File: src/rtl/apic_mode_ctl.sv
module apic_mode_ctl #(
  parameter int               BASE_W   = 20,
  parameter int               ID_W     = 32,
  parameter logic [BASE_W-1:0] BASE_RST = 20'hFEE00,
  parameter int               EN_BIT   = 11,
  parameter int               EXT_BIT  = 10
) (
  input  logic              clk,
  input  logic              rst_n,
  input  logic              bsp_in,
  input  logic              x2_capable,
  input  logic [ID_W-1:0]   init_id,
  input  logic              wr_en,
  input  logic [31:0]       wr_data,
  output logic [1:0]        mode,
  output logic [BASE_W-1:0] base_addr,
  output logic              bsp,
  output logic [31:0]       log_id,
  output logic              wr_err,
  output logic              swen_clr
);
  localparam int BASE_LSB = 32 - BASE_W;

  logic en_q, ext_q;
  logic req_en, req_ext, bad;
  logic [31:0] new_log;

  assign req_en  = wr_data[EN_BIT];
  assign req_ext = wr_data[EXT_BIT];
  assign mode    = {ext_q, en_q};

  assign bad = (req_ext && !x2_capable)
             || (req_ext && !req_en)
             || (!en_q && !ext_q && req_en && req_ext)
             || (en_q && ext_q && req_en && !req_ext);

  assign new_log = {init_id[19:4], 16'b0} | (32'd1 << init_id[3:0]);

  always_ff @(posedge clk) begin
    if (!rst_n) begin
      en_q      <= 1'b1;
      ext_q     <= 1'b0;
      bsp       <= bsp_in;
      base_addr <= BASE_RST;
      log_id    <= '0;
      wr_err    <= 1'b0;
      swen_clr  <= 1'b0;
    end else begin
      wr_err   <= 1'b0;
      swen_clr <= 1'b0;
      if (wr_en) begin
        if (bad) begin
          wr_err <= 1'b1;
        end else begin
          base_addr <= wr_data[31:BASE_LSB];
          if (!req_en) begin
            en_q     <= 1'b0;
            ext_q    <= 1'b0;
            swen_clr <= 1'b1;
          end else begin
            en_q <= 1'b1;
            if (req_ext && !ext_q) begin
              ext_q  <= 1'b1;
              log_id <= new_log;
            end
          end
        end
      end
    end
  end

  AST_ERR_HOLDS_STATE: assert property (@(posedge clk) disable iff (!rst_n)
    wr_err |-> ($stable(mode) && $stable(base_addr) && $stable(log_id)));
  AST_ERR_NOT_WITH_CLR: assert property (@(posedge clk) disable iff (!rst_n)
    !(wr_err && swen_clr));
  AST_CLR_MEANS_OFF: assert property (@(posedge clk) disable iff (!rst_n)
    swen_clr |-> (mode == 2'b00));
  AST_X2_FROM_XAPIC: assert property (@(posedge clk) disable iff (!rst_n)
    (mode == 2'b11 && $past(mode) != 2'b11) |-> ($past(mode) == 2'b01));
  AST_X2_NO_FALLBACK: assert property (@(posedge clk) disable iff (!rst_n)
    ($past(mode) == 2'b11) |-> (mode != 2'b01));
  AST_X2_NEEDS_CAP: assert property (@(posedge clk) disable iff (!rst_n)
    (mode == 2'b11 && $past(mode) != 2'b11) |-> $past(x2_capable));
  AST_BSP_FIXED: assert property (@(posedge clk) disable iff (!rst_n)
    $stable(bsp));
endmodule

File: config.mk
export PLATFORM = sky130hd
export DESIGN_NAME = apic_mode_ctl
export DESIGN_NICKNAME = d
export VERILOG_FILES = /design/src/rtl/apic_mode_ctl.sv
export SDC_FILE = /design/constraint.sdc
export NUM_CORES = 1
export LEC_CHECK = 0
export BUFFER_PORTS_ARGS = -buffer_cell sky130_fd_sc_hd__buf_2
export CAP_MARGIN = 20
export CORE_UTILIZATION = 44
export DETAILED_ROUTE_END_ITERATION = 16
export GPL_ROUTABILITY_DRIVEN = 0
export PLACE_DENSITY = 0.79
export SYNTH_ARGS = -nofsm -noshare
export SYNTH_HDL_FRONTEND = slang
export SYNTH_SLANG_ARGS = --single-unit
File: constraint.sdc
create_clock -name clk -period 1.6 [get_ports clk]
set_input_delay 0.32 -clock clk [delete_from_list [all_inputs] [get_ports clk]]
set_output_delay 0.32 -clock clk [all_outputs]
set_load 0.05 [all_outputs]
# Word-level counts from Yosys, hierarchy flattened
# Index checks and enable logic that the tools add are counted.
[totals] reg_bits=57 input_bits=69 out_inout_bits=57 word_cells=40
[classes] eq_ne=1 shift=1 n_mux=5 bitwise_logic=4 reduce_logical=22
[ops] operator="32-bit OR" count=1
[ops] operator="1-bit by 4-bit << shifter with 32-bit output, first input constant" count=1
[ops] operator="1-bit logical AND" count=9
[ops] operator="1-bit logical NOT" count=5
[ops] operator="1-bit two-way mux" count=5
[ops] operator="2-bit AND reduction" count=2
[ops] operator="4-bit AND reduction" count=1
[ops] operator="1-bit logical OR" count=3
[ops] operator="1-bit NOT" count=3
[ops] operator="3-bit AND reduction" count=1
[ops] operator="3-bit OR reduction" count=1
[ops] operator="2-bit by 1-bit != test with 1-bit output, second input constant" count=1

# Depth between registers and ports, before layout
# Gate-level depths: netlist (run 1).
[depth] depth_word=8 ltp_mapped=5 mapped_depth_nobuf=3

# Worst setup path before layout (run 1)
# No wires, ideal clock.
[synth_path] kind="register to register" start="register ext_q" end="register base_addr[0]" setup_ns=0.072 arrival_ns=1.233 required_time_ns=1.528 slack_ns=0.295 path_stages_with_launch=5 n_path_buf=1 synth_period_minus_slack_ns=1.305 path_cell_list="dfxtp_1 o211ai_1 a211oi_2 buf_6 mux2i_1"
[synth_between] elab_chain_len=8 word_cells_on_any_way=11 cone_classes="bitwise: 1; reduce/logical: 10"
[synth_rtl] item="start, declared" line="24" rtl="logic en_q, ext_q;"
[synth_rtl] item="start signal, assigned" line="42" rtl="ext_q <= 1'b0;"
[synth_rtl] item="start signal, assigned" line="58" rtl="ext_q <= 1'b0;"
[synth_rtl] item="start signal, assigned" line="63" rtl="ext_q <= 1'b1;"
[synth_rtl] item="1-bit logical NOT" line="34" rtl="|| (!en_q && !ext_q && req_en && req_ext)"
[synth_rtl] item="1-bit logical AND (3 in a row)" line="34"
[synth_rtl] item="1-bit logical OR" line="34"
[synth_rtl] item="1-bit logical OR *" line="35" rtl="|| (en_q && ext_q && req_en && !req_ext);"
[synth_rtl] item="1-bit NOT (no line) *"
[synth_rtl] item="2-bit AND reduction (no line) *"
[synth_rtl] item="end signal, assigned" line="55" rtl="base_addr <= wr_data[31:BASE_LSB];"
[synth_rtl] item="end, declared" line="16" rtl="output logic [BASE_W-1:0] base_addr,"
# Mark *: on every way between the ends. The rest lies on a longest branch, timed or not.
# A chain may end at the register's enable or synchronous reset.

# Final worst setup path (run 1)
[layout_path] start="register ext_q" end="output mode[1]"
[layout_lines] item="end, declared" line="15" rtl="output logic [1:0] mode,"
# No word-level cell between the ends.

==> results of run 1 <==
==> worst max-delay path, stage by stage (launching register included) <==
cell and delay, ns:
dfxtp_1 0.36, buf_4 0.15, buf_2 0.26
==> layer usage <==
metal	track usage	vias up
li1	-	1122
met1	0.221	1022
met2	0.330	92
met3	0.0691	6
met4	0.0797	0
met5	0	-
==> sequential cells by signal, summed over array words and instances, names as in the netlist <==
register / flops
en_q: 1
wr_err: 1
ext_q: 1
base_addr: 20
swen_clr: 1
bsp: 1
log_id: 32
==> power by group <==
part | leakage, uW | internal (uW) | switching [uW]
sequential | 0.000465 | 1470 | 21.6
combinational | 0.000787 | 155 | 346
clock | 0.0000899 | 594 | 523
total | 0.00134 | 2220 | 891
==> area by class of cell <==
| cell class | count | share of cell area |
|---|---|---|
| tap | 67 | 0.0274 |
| clock inverter | 4 | 0.00655 |
| sequential | 57 | 0.377 |
| inverter | 2 | 0.00246 |
| multi-input combinational | 180 | 0.336 |
| timing repair buffer | 112 | 0.203 |
| clock buffer | 12 | 0.0475 |
==> worst paths after layout <==
kind / cells after the start / endpoint / start / slack, ns
setup reg to reg: 4 / base_addr[8] / en_q / 0.20
setup / recovery: 2 / mode[1] / ext_q / 0.20
hold / removal: 1 / bsp / bsp_in / 0.17
hold reg to reg: 2 / base_addr[1] / base_addr[1] / 0.45
==> cells by family after synthesis <==
family | count (synthesis) | synth area share
and+or+nand+nor | 88 | 0.190
AOI/OAI and AO/OA | 72 | 0.166
DFF | 57 | 0.501
buffers and inverters | 27 | 0.0556
muxes | 20 | 0.0872
==> stage by stage <==
stage               setup slack [ns]  cell area [um2]  instances
floorplan                      0.295             2300        264
global placement               0.155             2890        418
detailed placement             0.101             2890        418
CTS                            0.178             3060        434
global route                  0.0546             3060        434
finish                         0.197             3060        434
==> synth_stat cells, drive strengths merged, types with 3 or more instances <==
library cell  instances  area (um2)
nor2b                 5        31.3
nand3                16        80.1
clkbuf               17        63.8
dfxtp                56        1120
mux2i                20         200
nand2b                3        21.3
nand4                17         106
nor2                 22        82.6
a21oi                34         170
o21ai                34         170
buf                   8        56.3
nand2                20        75.1
==> impl_metrics.json, run 1 <==
{
  "cts_buffer_depth": 2,
  "synthArstFlopShare": 0,
  "ys.flop_type": "dfxtp_1",
  "ys_types": 27,
  "nets": 431,
  "final_common_cell": "buf_2",
  "place.port_buffers": 103,
  "first_global_vias": 1906,
  "coreArea_um2": 4880,
  "fin_tns_setup_ns": 0,
  "slew_headroom": 0.724,
  "finalSetupViolations": 0,
  "status": "finished clean",
  "critPathCaptureType": "output port",
  "wl_per_cell_um": 12.3,
  "p_leak_uw": 0.00134,
  "drt_first_pass_iters": 4,
  "multi_input_comb_area_um2": 1030,
  "ctsHtreeMaxLevel": 3,
  "wirelength_um": 5340,
  "wl_met3_um": 416,
  "wl_met1_um": 2320,
  "ys.warnings.count": 0,
  "required_ns": 1.28,
  "min_path_type": "input pin to flip-flop",
  "wl_met2_um": 2550,
  "finalHoldViolations": 0,
  "grt_antenna_before_repair": 0,
  "drt_iter0_markers": 154,
  "cp-start-kind": "flip-flop",
  "power_uw": 3110,
  "holdWs_ns": 0.169,
  "syn_inst": 264,
  "post-route-drc-count": 0,
  "ios": 126,
  "synth_area_per_cell_um2": 8.70,
  "cts_resized": 0,
  "cts.sinks": 57,
  "fin_util": 0.626,
  "fp.dieArea_um2": 5510,
  "synth_fp_nets": 333,
  "period_share": 0.877,
  "rows": 25,
  "worstPathMaxFanout": 5,
  "irDropWorstVdd_v": 0.000658,
  "cts_buffers": 9,
  "maxCapViolations": 0,
  "drive_gt1_frac": 0.357,
  "insertedDiodeCount": 0,
  "crit_arrival_ns": 1.08,
  "grt_start_max_net_pins": 34,
  "cts_tree": "done",
  "yosysSeqAreaShare": 0.501,
  "clock_latency_ns": 0.32,
  "die_w_um": 74.2,
  "mostFrequentLayoutCells": "103 x buf_2, 56 x dfxtp_1, 34 x o21ai_0, 34 x a21oi_1, 22 x nor2_1",
  "synthesis.area_um2": 2300,
  "grt_pass1_wl_um": 8130,
  "areaGrowthSynthToFinish_pct": 33.1,
  "start_util": 0.471,
  "ant_nets": 0,
  "clock.fmax_mhz": 713,
  "cts_hold_buf": 0,
  "via_count": 2242,
  "pwr_density_cell_nw_per_um2": 1020,
  "die_y_um": 74.2,
  "worstMarginPinSlew_ns": 0.413,
  "period_needed_ns": 1.40,
  "routed.top_layer": "met4",
  "viasPerCell": 5.17,
  "synth-edff-count": 1,
  "ys_ff_latch": 57,
  "fin_skew_ns": 0.00781,
  "clk_pin_slew_ns": 0.07,
  "hpwlAfterDp_um": 3630,
  "fillers": 457,
  "postCtsSetupRepairBufs": 0,
  "rsz0062_at_grt": "no",
  "finalMaxSlewViolations": 0,
  "grt.overflow.total": 0,
  "grt_use_total": 0.194,
  "criticalPathCategory": "flip-flop to output port",
  "cts.root.buffer_cell": "clkbuf_8",
  "register_area_um2": 1150
}
(Power assumes the default switching activity.)
==> inputs of run 2 (changes only) <==
--- a/config.mk
+++ b/config.mk
@@ -5,9 +5,10 @@
 export SDC_FILE = /design/constraint.sdc
 export NUM_CORES = 1
 export LEC_CHECK = 0
+export ABC_AREA = 1
 export BUFFER_PORTS_ARGS = -buffer_cell sky130_fd_sc_hd__buf_2
 export CAP_MARGIN = 20
-export CORE_UTILIZATION = 44
+export CORE_UTILIZATION = 45
 export DETAILED_ROUTE_END_ITERATION = 16
 export GPL_ROUTABILITY_DRIVEN = 0
 export PLACE_DENSITY = 0.79
==> run 2 against run 1 <==
- setup slack worse by 0.0023 ns
- total power up 20%
- first-iteration DRC count shrank 37%
- clock-buffer cell count decreased by 2
- hold slack worse by 0.0064 ns
- die area grew 5.0%
- synthesized area is 7.6% higher
- register-to-register slack about the same
- sequential share of layout area is 2.5 points lower
- critical endpoint unchanged
- largest cell class unchanged
- largest power group unchanged
==> impl_metrics.json, run 2 <==
{
  "syn_inst": 369,
  "pwr_density_cell_nw_per_um2": 1140,
  "p_int_uw": 2610,
  "p_leak_uw": 0.00180,
  "die_y_um": 76.1,
  "cts.sinks": 57,
  "reg2reg_depth": 8,
  "viasPerCell": 4.50,
  "setup_ws_ns": 0.195,
  "drt_iter0_markers": 97,
  "fin_tns_setup_ns": 0,
  "synth-edff-count": 1,
  "clock.fmax_mhz": 712,
  "crit_path_max_incr_delay_ns": 0.44,
  "wl_per_cell_um": 10.3,
  "place.port_buffers": 103,
  "top_regs": "log_id (32), base_addr (20)",
  "cts_buffers": 9,
  "path_depth": 1,
  "synthArstFlopShare": 0,
  "postCtsSetupRepairBufs": 0,
  "first_global_vias": 2277,
  "status": "finished clean",
  "cts.root.buffer_cell": "clkbuf_8",
  "clock_latency_ns": 0.33,
  "grt_pass1_wl_um": 9700,
  "pwr-share-seq": 0.412,
  "grt_start_max_net_pins": 32,
  "hold_depth": 1,
  "yosysTopAreaCellShare": 0.454,
  "worstMarginPinSlew_ns": 0.264,
  "grt.busiest_layer": "met2",
  "clk_pin_slew_ns": 0.07,
  "synthTopCellsByCount": "94 x nand2_1, 72 x nor2_1, 58 x inv_1",
  "cts_resized": 0,
  "wirelength_um": 5570,
  "p_sw_frac": 0.303,
  "critPathSlowestCell": "dfxtp_1",
  "ys_types": 19,
  "start_util": 0.475,
  "finalMaxSlewViolations": 0,
  "path_buf_inv": 1,
  "clkPwrFrac": 0.396,
  "min_path_type": "input pin to flip-flop",
  "hpwlAfterDp_um": 3850,
  "fp.dieArea_um2": 5790,
  "crit_arrival_ns": 1.08,
  "die_w_um": 76.1,
  "criticalPathCategory": "flip-flop to output port",
  "via_count": 2437,
  "critPathCaptureType": "output port",
  "switchingPower_uw": 1130,
  "grt_use_met2": 0.363,
  "grt_use_total": 0.208,
  "ys.warnings.count": 0,
  "ys.flop_type": "dfxtp_1",
  "insertedDiodeCount": 0,
  "final_common_cell": "buf_2",
  "crit_chain": "buf_2",
  "period_needed_ns": 1.40,
  "mostFrequentLayoutCells": "103 x buf_2, 94 x nand2_1, 72 x nor2_1, 58 x inv_1, 56 x dfxtp_1",
  "top_register": "log_id",
  "fin_skew_ns": 0.00533,
  "yosys.area.top_type": "dfxtp_1",
  "grt.overflow.total": 0,
  "cp-start-kind": "flip-flop",
  "synth_fp_nets": 438,
  "ctsHtreeMaxLevel": 3,
  "grt_antenna_before_repair": 0,
  "period_share": 0.878,
  "rsz0062_at_grt": "no",
  "combPwrFrac": 0.192,
  "ios": 126,
  "cts_tree": "done",
  "preCtsSetupSlack_ns": 0.123,
  "finalHoldViolations": 0,
  "yosysSeqAreaShare": 0.466,
  "use_met3": 0.0383,
  "ant_nets": 0,
  "nets": 536,
  "slew_headroom": 0.825,
  "met1_usage": 0.242,
  "maxCapViolations": 0,
  "irDropWorstVdd_v": 0.000681,
  "synth.most_common_cell": "nand2_1",
  "drive_gt1_frac": 0.274,
  "worstPathMaxFanout": 5,
  "post-route-drc-count": 0,
  "synth_area_per_cell_um2": 6.69,
  "areaGrowthSynthToFinish_pct": 32.5,
  "ys_ff_latch": 57,
  "rows": 26,
  "coreArea_um2": 5200,
  "cts_buffer_depth": 2,
  "finalSetupViolations": 0,
  "cts_hold_buf": 0,
  "drt_first_pass_iters": 4,
  "required_ns": 1.28,
  "synthTopCellsByArea": "dfxtp_1 45%, nand2_1 14%, nor2_1 11%, inv_1 8.8%, nand4_1 8.1%",
  "largest_reg_flops": 32,
  "synthesis.area_um2": 2470,
  "critPathTopFamily": "flip-flops"
}
-- run 2: cell count changes in the layout (fill, tap and decap cells not counted), moves of 4 or more --
cell,previous run,this run
inv_1,1,58
nor2b_1,4,0
a21oi_1,34,2
nand2_1,20,94
nand4_1,17,32
mux2i_1,20,0
nor2_1,22,72
o21ai_0,34,9
-- run 2: through the flow --
stage / hold slack [ns] / cells / power, uW / utilization / cell area, um2
after floorplan: 0.419 / 369 / 2100 / - / 2470
after global placement: 0.448 / 526 / 2280 / 0.586 / 3050
after detailed placement: 0.453 / 526 / 2290 / 0.586 / 3050
after CTS: 0.154 / 541 / 3780 / 0.628 / 3270
after global routing: 0.149 / 541 / 3910 / 0.629 / 3270
final: 0.163 / 541 / 3740 / 0.629 / 3270
-- run 2: cell families after synthesis --
| family | share of synthesized area |
|---|---|
| AND/OR/NAND/NOR | 0.371 |
| buffers and inverters | 0.136 |
| flip-flops | 0.466 |
| AO/OA/AOI/OAI | 0.0263 |
-- run 2: area by class of cell --
type	count	area (um2)
tap	70	87.6
inverter	59	221
clock inverter	5	80.1
clock buffer	10	138
fill	479	1930
sequential	57	1150
multi-input combinational	228	982
timing repair buffer	112	612
-- run 2: layer usage --
layer,vias up,routed length [um]
met4,0,100
li1,1324,-
met3,7,240
met1,1043,2550
met5,-,0
met2,63,2680
-- run 2: path summary, 6_finish.rpt --
check                     start  slack [ns]       endpoint
hold reg to reg   base_addr[17]        0.46  base_addr[17]
hold / removal           bsp_in        0.16            bsp
setup reg to reg          ext_q        0.20   base_addr[0]
setup / recovery          ext_q        0.20        mode[1]
-- run 2: power groups by stage --
| stage | clock network [uW] | registers (uW) | logic, uW |
|---|---|---|---|
| global placement | 0 | 1570 | 707 |
| global route | 1570 | 1550 | 783 |
| detailed placement | 0 | 1570 | 719 |
| finish | 1480 | 1540 | 719 |
| CTS | 1520 | 1540 | 722 |
| floorplan | 0 | 1850 | 252 |
-- run 2: worst register-to-register path, stage by stage, from the launching register on --
cell	delay [ns]
dfxtp_1	0.37
nand2_1	0.10
nor2_1	0.05
nor2_1	0.16
nand2_1	0.10
nor2_1	0.21
buf_12	0.19
nor2_1	0.05
nor2_1	0.11
